==> src/rtl/par_guard_pkg.sv <==
// Package: shared defaults and the parity-sense encoding for the parity guard.
// Assumes: the lane parity bit is the most significant bit of each lane.
package par_guard_pkg;
    localparam int unsigned LANES_DEF  = 4;
    localparam int unsigned LANE_W_DEF = 9;

    typedef enum logic {
        SENSE_EVEN = 1'b0,
        SENSE_ODD  = 1'b1
    } sense_e;
endpackage

==> src/rtl/par_lane.sv <==
// Module: par_lane
// Checks one lane against the selected parity sense and, when enabled,
// rebuilds that lane's parity bit. Purely combinational.
// Assumes: bit LANE_W-1 is the parity bit; the lower bits are data.
module par_lane
    import par_guard_pkg::*;
#(
    parameter int unsigned LANE_W = LANE_W_DEF
) (
    input  logic [LANE_W-1:0] lane_i,
    input  logic              gen_en_i,
    input  sense_e            sense_i,
    output logic [LANE_W-1:0] lane_o,
    output logic              bad_o
);
    localparam int unsigned DATA_W = LANE_W - 1;

    logic [DATA_W-1:0] data_bits;
    logic              fresh_par;

    // Split data bits off and compute the parity bit that meets the sense
    always_comb begin
        data_bits = lane_i[DATA_W-1:0];
        fresh_par = (^data_bits) ^ sense_i;
    end

    // Passive check: the whole lane's XOR must match the sense
    always_comb begin
        bad_o = (^lane_i) ^ sense_i;
    end

    // Output lane: data unchanged, parity either kept or regenerated
    always_comb begin
        lane_o = gen_en_i ? {fresh_par, data_bits} : lane_i;
    end
endmodule

==> src/rtl/par_err_merge.sv <==
// Module: par_err_merge
// Collapses the per-lane failure bits into a single error flag.
// Assumes: a lane failure is signalled active high.
module par_err_merge #(
    parameter int unsigned N = 4
) (
    input  logic [N-1:0] bad_i,
    output logic         any_o
);
    // Any failing lane raises the flag
    always_comb begin
        any_o = |bad_i;
    end
endmodule

==> src/rtl/par_guard.sv <==
// Module: par_guard (top)
// Parity path for one port: checks every lane of the incoming word without
// touching it and, on request, regenerates each lane's parity bit.
// Assumes: word_i is stable for the cycle in which the outputs are used;
// the block holds no state, so it needs neither clock nor reset.
module par_guard
    import par_guard_pkg::*;
#(
    parameter int unsigned LANES  = LANES_DEF,
    parameter int unsigned LANE_W = LANE_W_DEF
) (
    input  logic [LANES*LANE_W-1:0] word_i,
    input  logic                    gen_en_i,
    input  logic                    odd_sel_i,
    output logic [LANES*LANE_W-1:0] word_o,
    output logic                    parity_err_o
);
    localparam int unsigned WORD_W = LANES * LANE_W;

    sense_e             sense;
    logic [LANES-1:0]   lane_bad;
    logic [WORD_W-1:0]  word_out;

    // Map the raw select onto the sense encoding
    always_comb begin
        sense = sense_e'(odd_sel_i);
    end

    for (genvar k = 0; k < LANES; k++) begin : g_lane
        par_lane #(
            .LANE_W (LANE_W)
        ) u_lane (
            .lane_i   (word_i[k*LANE_W +: LANE_W]),
            .gen_en_i (gen_en_i),
            .sense_i  (sense),
            .lane_o   (word_out[k*LANE_W +: LANE_W]),
            .bad_o    (lane_bad[k])
        );
    end

    par_err_merge #(
        .N (LANES)
    ) u_merge (
        .bad_i (lane_bad),
        .any_o (parity_err_o)
    );

    // Drive the output word from the lane outputs
    always_comb begin
        word_o = word_out;
    end
endmodule

==> config.mk <==
export PLATFORM = sky130hd
export DESIGN_NAME = par_guard
export DESIGN_NICKNAME = d
export VERILOG_FILES = /design/src/rtl/par_guard_pkg.sv /design/src/rtl/par_lane.sv /design/src/rtl/par_err_merge.sv /design/src/rtl/par_guard.sv
export SDC_FILE = /design/constraint.sdc
export NUM_CORES = 1
export LEC_CHECK = 0
export ABC_AREA = 1
export BUFFER_PORTS_ARGS = -buffer_cell sky130_fd_sc_hd__buf_2
export CORE_UTILIZATION = 47
export DETAILED_ROUTE_END_ITERATION = 10
export PLACE_DENSITY = 0.95
export SLEW_MARGIN = 0
export SYNTH_ARGS = -nofsm -noshare
export SYNTH_HDL_FRONTEND = slang
export SYNTH_HIERARCHICAL = 1
export SYNTH_SLANG_ARGS = --single-unit
==> constraint.sdc <==
create_clock -name vclk -period 2
set_input_delay 0.2 -clock vclk [all_inputs]
set_output_delay 0.2 -clock vclk [all_outputs]
set_load 0.02 [all_outputs]
Word level (Yosys, flattened, before mapping)
Index checks and enable logic that the tools add are counted.
- register bits after elaboration: 0
- ROM bits: 0
- latch bits: 0
- output and inout port bits: 37
- input port bits: 38
- memory bits (writable): 0
- logic and storage cells: 21
- memories: 0
- reduce and logical (&&, ||, !) cells: 9
- bitwise operators: 8
- multiplexer cells: 4
- equality and inequality tests: 0
- add/sub/neg operators: 0
- order comparisons: 0
- $mul: 0
- div/mod/pow operators: 0
- shift operators: 0
- operator list (cell ; number):
    $mux W9 ; 4
    $reduce_xor A9 Y1 ; 4
    $reduce_xor A8 Y1 ; 4
    $xor A1 B1 Y1 ; 8
    $reduce_or A4 Y1 ; 1

Longest topological paths before layout
Gate-level depths: netlist (run 1).
- depth after elaboration: 3
- gate-level depth with buffers: 13
- depth with buffers taken out: 13

Hierarchy
Netlist (run 1), hierarchy kept.
- by module, submodules not included (module ; times used ; area an instance (um^2) ; cells each ; seq. area each (um^2)):
    par_lane ; 4 ; 256.5 ; 52 ; 0.0
    par_err_merge ; 1 ; 11.3 ; 3 ; 0.0

Least setup slack after synthesis (run 1)
OpenSTA, ideal clock, no wires.
- kind: input port to output port
- start point: in word_i[29]
- end point: out parity_err_o
- buffers on the path: 0
- data arrival time: 0.975 ns
- data required time: 1.800 ns
- cell stages on the path: 12
- path slack: 0.825 ns
- cells stage by stage: inv_1 > nand2_2 > nand2_1 > nand2_2 > nand3_1 > nand2_1 > nand2_2 > nand2_1 > nand2_1 > nand2_1 > nor2_1 > nand2_1
- cells in the longest elaborated chain, start to end: 3
- RTL lines (what ; RTL line ; source):
    from (decl) ; par_guard.sv:12 ; input logic [LANES*LANE_W-1:0] word_i,
    $reduce_xor A9 Y1 ; par_lane.sv:29 ; bad_o = (^lane_i) ^ sense_i;
    $xor A1 B1 Y1 ; par_lane.sv:29 ;
    via lane_bad[3] ; par_guard.sv:21 ; logic [LANES-1:0] lane_bad;
    $reduce_or A4 Y1 ; par_err_merge.sv:12 ; any_o = |bad_i;
    to (decl) ; par_guard.sv:16 ; output logic parity_err_o
The timed path passes the listed nets, and every way through them passes these cells.

Final worst setup path (run 1)
Same ends and word-level chain as after synthesis.

==> flow_summary.json, run 1 <==
{
  "internal_power_mw": 0.134,
  "clkbuf_count": 0,
  "die_w_um": 49.0,
  "post-route-drc-count": 0,
  "hold_viol_final": 0,
  "io_buffer_count": 75,
  "cp_slowest_cell": "buf_2",
  "post-place-cells": 281,
  "antenna_found_initial": 0,
  "start_util_pct": 51.3,
  "final_nets": 294,
  "peakVddDrop_mv": 0.130,
  "power_mw": 0.352,
  "required_ns": 1.80,
  "report.final.setup_viol": 0,
  "crit_arrival_ns": 1.23,
  "whs_endpoint": "word_o[15]",
  "rows": 16,
  "avgSynthCellArea_um2": 4.92,
  "tightest_slew_ns": 0.192,
  "grt_max_degree": 9,
  "nFlopsAndLatches": 0,
  "drive_above_1_share_pct": 40.6,
  "slew_headroom_pct": 87.2,
  "yosysSeqAreaShare_pct": 0,
  "finalSetupTns_ns": 0,
  "num_vias": 1169,
  "worstPathMaxFanout": 3,
  "nFillCells": 231,
  "synthCells": 211,
  "seq_power_share_pct": 0,
  "netlist_area_um2": 1040,
  "criticalPathCategory": "in -> out",
  "p_clk_share_pct": 0,
  "syn_nets": 249,
  "synthDistinctLibCells": 9,
  "cts_setup_buffers": 0,
  "vias_per_cell": 4.16,
  "worstSetupStartpointType": "primary input",
  "yosys_warnings": 6,
  "synth_commonest_cells": "89 x nand2_1, 40 x inv_1, 32 x buf_4",
  "power_density_nw_per_um2": 292,
  "pre_cts_ws_ns": 0.546,
  "die_y_um": 49.0,
  "io_pins": 75,
  "die_area_um2": 2400,
  "hold_start": "word_i[15]",
  "hpwl_mm": 1.72,
  "p_leak_nw": 0.923,
  "diodes": 0,
  "ant_nets": 0,
  "comb_power_share_pct": 100.0,
  "yosysTopAreaCell": "nand2_1",
  "timing.final.ws_setup_ns": 0.567,
  "outcome": "finished clean",
  "cts_hold_buffers": 0,
  "core_area_um2": 2020,
  "wirelength_mm": 1.84,
  "synth_top_area_share_pct": 32.2,
  "wl_per_cell_um": 6.56,
  "ff_latch_area_um2": 0,
  "fmax_mhz": 698,
  "netlist_top_cells_area": "nand2_1 32%, buf_4 23%, inv_1 14%, nand2_2 12%, nand3_1 7.7%",
  "area_growth_pct": 16.3,
  "power_switching_mw": 0.218,
  "place_area_um2": 1210,
  "first_iter_violations": 11,
  "drv_slew": 0,
  "overflow": 0,
  "grt_pass1_vias": 935,
  "grtUsageTotal_pct": 15.7,
  "fin_area_um2": 1210,
  "min_path_cells": 2,
  "whs_ns": 0.642,
  "finalNonFillerCells": 281,
  "final_util_pct": 59.7,
  "rsz0062_at_grt": "false",
  "cts_resized": 0,
  "crit_chain": "buf_2, inv_1, nand2_2, nand2_1, nand2_2, nand3_1, nand2_1, nand2_2, nand2_1, nand2_1, nand2_1, nor2_1, nand2_1, buf_2",
  "cp-end-kind": "output port",
  "worstHoldPathType": "in -> out",
  "yosysMostFrequentCell": "nand2_1",
  "dr.pass1.iters": 4,
  "min_period_ns": 1.43,
  "swShare_pct": 62.1,
  "period_share_pct": 71.7,
  "drv_cap": 0,
  "place_congestion": 0.732,
  "cpMostUsedCell": "nand2_1",
  "slowest_delay_ns": 0.15,
  "grt_pass1_wl_mm": 3.24
}
worst max path at each step:
stage | from | endpoint | slack (ns) | depth (start not counted)
2_1_floorplan | word_i[29] | parity_err_o | 0.82 | 12
3_3_place_gp | word_i[34] | parity_err_o | 0.59 | 10
3_5_place_dp | word_i[29] | parity_err_o | 0.55 | 14
4_1_cts | word_i[29] | parity_err_o | 0.54 | 14
5_1_grt | word_i[16] | parity_err_o | 0.40 | 12
6_report | word_i[29] | parity_err_o | 0.57 | 14
power by group through the flow:
stage                     registers, mW  clock network, mW  logic, mW
after detailed placement              0                  0      0.356
after floorplan                       0                  0      0.283
after CTS                             0                  0      0.357
after global routing                  0                  0      0.401
after global placement                0                  0      0.349
final                                 0                  0      0.352
area by class of cell:
class | instances | area, um^2 | area share, %
tap | 27 | 33.8 | 2.80
multi-input combinational | 139 | 647 | 53.6
timing repair buffer | 75 | 375 | 31.1
inverter | 40 | 150 | 12.4
kinds of logic (layout without fill, tap and decap cells):
group,Yosys count,after routing,synth area share [%]
xor gates and xnor gates,4,4,3.38
buffers and inverters,72,115,37.6
and+or+nand+nor,135,135,59.0
critical path: cells and delay by family:
family	cells	cell delay, ns
buffers and inverters	3	0.32
and+or+nand+nor	11	0.72
per-layer routing:
metal  vias up  global-route usage [%]  part of all wire (%)
li1        667                       -                     -
met1       460                    17.2                    42
met2        42                    32.9                    51
met3         0                    1.87                   7.4
met4         0                       0                     0
met5         -                       0                     0
cells in the final DEF (no fill, tap or decap), drive strengths merged:
| master | count |
|---|---|
| buf | 75 |
| nand3 | 20 |
| nor2 | 2 |
| inv | 40 |
| or2 | 4 |
| xor2 | 4 |
| nand2 | 109 |
Power figures use the tool's default switching activity.
==> run 2, diff against run 1 <==
Settings changed: CORE_UTILIZATION 47 to 44.
Clock period 2 ns to 1.5 ns, I/O delays scaled along.
==> run 2 against run 1 <==
Critical path type unchanged; critical path depth decreased by 2; clock-buffer cell count is the same; worst hold slack got worse by 0.099 ns; largest cell class unchanged.
==> flow_summary.json, run 2 (synthesis gave the netlist of run 1 again) <==
{
  "ff_latch_area_um2": 0,
  "wl_per_cell_um": 6.82,
  "hold_viol_final": 0,
  "final_common_cell": "nand2_1",
  "antenna_found_initial": 0,
  "cp_slowest_cell": "xor2_1",
  "drv_slew": 0,
  "cts_hold_buffers": 0,
  "grtUsageMet2_pct": 30.4,
  "die_area_um2": 2560,
  "outcome": "finished clean",
  "post-route-drc-count": 0,
  "slew_headroom_pct": 86.1,
  "worstSetupStartpointType": "primary input",
  "grt_pass1_wl_mm": 3.04,
  "io_buffer_count": 75,
  "finalSetupTns_ns": 0,
  "drv_cap": 0,
  "clkbuf_count": 0,
  "drive_above_1_share_pct": 40.6,
  "ant_nets": 0,
  "timing.final.ws_setup_ns": 0.162,
  "grt_max_degree": 9,
  "cts_resized": 0,
  "cp-end-kind": "output port",
  "tightest_slew_ns": 0.208,
  "dr.pass1.iters": 4,
  "grt_pass1_vias": 929,
  "nFlopsAndLatches": 0,
  "period_share_pct": 89.2,
  "report.final.setup_viol": 0,
  "crit_arrival_ns": 1.19,
  "core_area_um2": 2210,
  "diodes": 0,
  "fmax_mhz": 748,
  "p_leak_nw": 0.923,
  "die_y_um": 50.6,
  "cpMostUsedCell": "nand2_1",
  "grt-busiest-layer": "met2",
  "first_iter_violations": 17,
  "cts_setup_buffers": 0,
  "vias_per_cell": 4.26,
  "power_density_nw_per_um2": 391,
  "hpwl_mm": 1.75,
  "use_met3_pct": 0.303,
  "slowest_delay_ns": 0.21,
  "crit_chain": "buf_2, xor2_1, inv_1, nand2_2, nand2_1, nand2_2, nand2_1, nand2_1, nand2_1, nor2_1, nand2_1, buf_2",
  "rsz0062_at_grt": "false",
  "worstPathMaxFanout": 3,
  "hold_start": "word_i[25]",
  "area_growth_pct": 16.4,
  "criticalPathCategory": "in -> out",
  "pre_cts_ws_ns": 0.145,
  "io_pins": 75,
  "min_period_ns": 1.34,
  "rows": 17,
  "overflow": 0,
  "nFillCells": 253,
  "required_ns": 1.35,
  "peakVddDrop_mv": 0.186,
  "grtUsageTotal_pct": 14.2,
  "die_w_um": 50.6,
  "start_util_pct": 46.9,
  "worstHoldPathType": "in -> out",
  "min_path_cells": 2,
  "wirelength_mm": 1.92,
  "power_mw": 0.472,
  "final_cell_mix": "89 x nand2_1, 75 x buf_2, 40 x inv_1",
  "place_congestion": 0.700,
  "final_nets": 294,
  "crit_start": "word_i[16]",
  "num_vias": 1202,
  "whs_endpoint": "word_o[25]",
  "gr-usage-met1_pct": 15.1
}
-- run 2: how the worst max path moves through the flow --
| stage | cells past startpoint | slack, ns | to |
|---|---|---|---|
| 2_1_floorplan | 12 | 0.42 | parity_err_o |
| 5_1_grt | 14 | 0.01 | parity_err_o |
| 3_5_place_dp | 10 | 0.14 | parity_err_o |
| 6_report | 12 | 0.16 | parity_err_o |
| 4_1_cts | 10 | 0.14 | parity_err_o |
| 3_3_place_gp | 12 | 0.18 | parity_err_o |
-- run 2: cell type report --
type / count / area, um^2 / area share [%]
inverters: 40 / 150 / 12.4
multi-input cells: 139 / 647 / 53.6
well taps: 28 / 35.0 / 2.90
repair buffers: 75 / 375 / 31.1
-- run 2: power by group --
group          switching, mW  total [mW]  internal, mW
sequential                 0           0             0
combinational          0.294       0.472         0.178
clock                      0           0             0
-- run 2: stage by stage --
step	cells	util, %	hold slack (ns)	area (um^2)
final	282	54.6	0.543	1210
after detailed placement	282	54.6	0.543	1210
after CTS	282	54.6	0.544	1210
after floorplan	211	-	0.413	1040
after global routing	282	54.6	0.552	1210
after global placement	282	54.6	0.542	1210
-- run 2: critical path, delay by kind of cell --
family | cells | cell delay (ns)
and+or+nand+nor | 8 | 0.49
buffers and inverters | 3 | 0.34
xor gates and xnor gates | 1 | 0.21
-- run 2: routing by layer --
layer	wire length, um	up-vias
met2	960	45
met5	0	-
met1	834	484
met4	0	0
li1	-	673
met3	128	0
==> run 3, diff against run 2 <==
Settings changed: PLACE_DENSITY 0.95 to not set, PLACE_DENSITY_LB_ADDON set to 0.08.
==> run 3 against run 2 <==
Largest power group unchanged; sequential share of layout area did not move; core utilization unchanged; final area is the same; combinational power decreased by 1%; final cell count did not move; non-clock buffer count unchanged; global-route usage down 0.38 points; worst hold slack hardly changed; power shrank 1.1%; critical path depth fell by 1; first-iteration DRC count fell by 71%; die area stayed put.
==> flow_summary.json, run 3 (synthesis gave the netlist of run 1 again) <==
{
  "outcome": "finished clean",
  "post-place-cells": 282,
  "die_area_um2": 2560,
  "grt_max_degree": 9,
  "slowest_delay_ns": 0.17,
  "worstSetupStartpointType": "primary input",
  "slew_headroom_pct": 88.0,
  "drv_cap": 0,
  "grt_pass1_wl_mm": 2.98,
  "diodes": 0,
  "cpMostUsedCell": "nand2_1",
  "crit_arrival_ns": 1.16,
  "period_share_pct": 87.6,
  "path_delay_family": "simple AND/OR/NAND/NOR gates",
  "ant_nets": 0,
  "io_pins": 75,
  "place_congestion": 0.715,
  "wl_per_cell_um": 6.29,
  "fmax_mhz": 761,
  "crit_chain": "buf_2, nand3_1, nand3_1, nand2_1, nand2_2, nand2_1, nand2_1, nand2_1, nor2_1, nand2_1, buf_2",
  "min_path_cells": 2,
  "min_period_ns": 1.31,
  "required_ns": 1.35,
  "io_buffer_count": 75,
  "cts_hold_buffers": 0,
  "first_iter_violations": 5,
  "worstHoldPathType": "in -> out",
  "power_density_nw_per_um2": 387,
  "vias_per_cell": 4.07,
  "cts_resized": 0,
  "cts_setup_buffers": 0,
  "grtUsageTotal_pct": 13.8,
  "finalNonFillerCells": 282,
  "cp_slowest_cell": "buf_2",
  "drv_slew": 0,
  "grt_pass1_vias": 798,
  "area_growth_pct": 16.4,
  "finalSetupTns_ns": 0,
  "criticalPathCategory": "in -> out",
  "num_vias": 1147,
  "wirelength_mm": 1.78,
  "tightest_slew_ns": 0.180,
  "peakVddDrop_mv": 0.171,
  "final_nets": 294,
  "die_y_um": 50.6,
  "fin_area_um2": 1210,
  "drive_above_1_share_pct": 40.6,
  "dr.pass1.iters": 4,
  "rsz0062_at_grt": "false",
  "post-route-drc-count": 0,
  "worstPathMaxFanout": 8,
  "ff_latch_area_um2": 0,
  "hpwl_mm": 1.60,
  "place_area_um2": 1210,
  "core_area_um2": 2210,
  "final_cell_mix": "89 x nand2_1, 75 x buf_2, 40 x inv_1",
  "clkbuf_count": 0,
  "die_w_um": 50.6,
  "cp-end-kind": "output port",
  "cp_num_cells": 11,
  "antenna_found_initial": 0,
  "rows": 17,
  "overflow": 0,
  "report.final.setup_viol": 0,
  "final_common_cell": "nand2_1",
  "power_mw": 0.467,
  "critPathBufInv": 2,
  "nFlopsAndLatches": 0,
  "start_util_pct": 46.9,
  "hold_viol_final": 0,
  "p_leak_nw": 0.923
}
[run 3: final cells by class]
type                            count  area (um^2)
Fill cell                         253         1000
Inverter                           40          150
Multi-Input combinational cell    139          647
Tap cell                           28         35.0
Timing Repair Buffer               75          375
[run 3: path summary, 6_finish.rpt]
path,from,endpoint,slack (ns)
worst max-delay path,odd_sel_i,parity_err_o,0.19
worst min-delay path,word_i[6],word_o[6],0.54
[run 3: layer usage]
| layer | vias up | part of all wire, % | global-route usage [%] | wire (um) |
|---|---|---|---|---|
| met4 | 0 | 0 | 0 | 0 |
| met1 | 436 | 50 | 19.9 | 887 |
| met2 | 42 | 42 | 23.6 | 749 |
| met5 | - | 0 | 0 | 0 |
| li1 | 669 | - | - | - |
| met3 | 0 | 7.8 | 0.909 | 138 |
[run 3: per-stage QoR]
stage / setup slack (ns) / util, % / hold WS, ns
2_1_floorplan: 0.425 / - / 0.413
3_3_place_gp: 0.193 / 54.6 / 0.544
3_5_place_dp: 0.169 / 54.6 / 0.544
4_1_cts: 0.168 / 54.6 / 0.545
5_1_grt: 0.0148 / 54.6 / 0.548
6_report: 0.186 / 54.6 / 0.543
[run 3: where the power goes]
part	internal, mW	switching (mW)
Sequential	0	0
Combinational	0.178	0.289
Clock	0	0
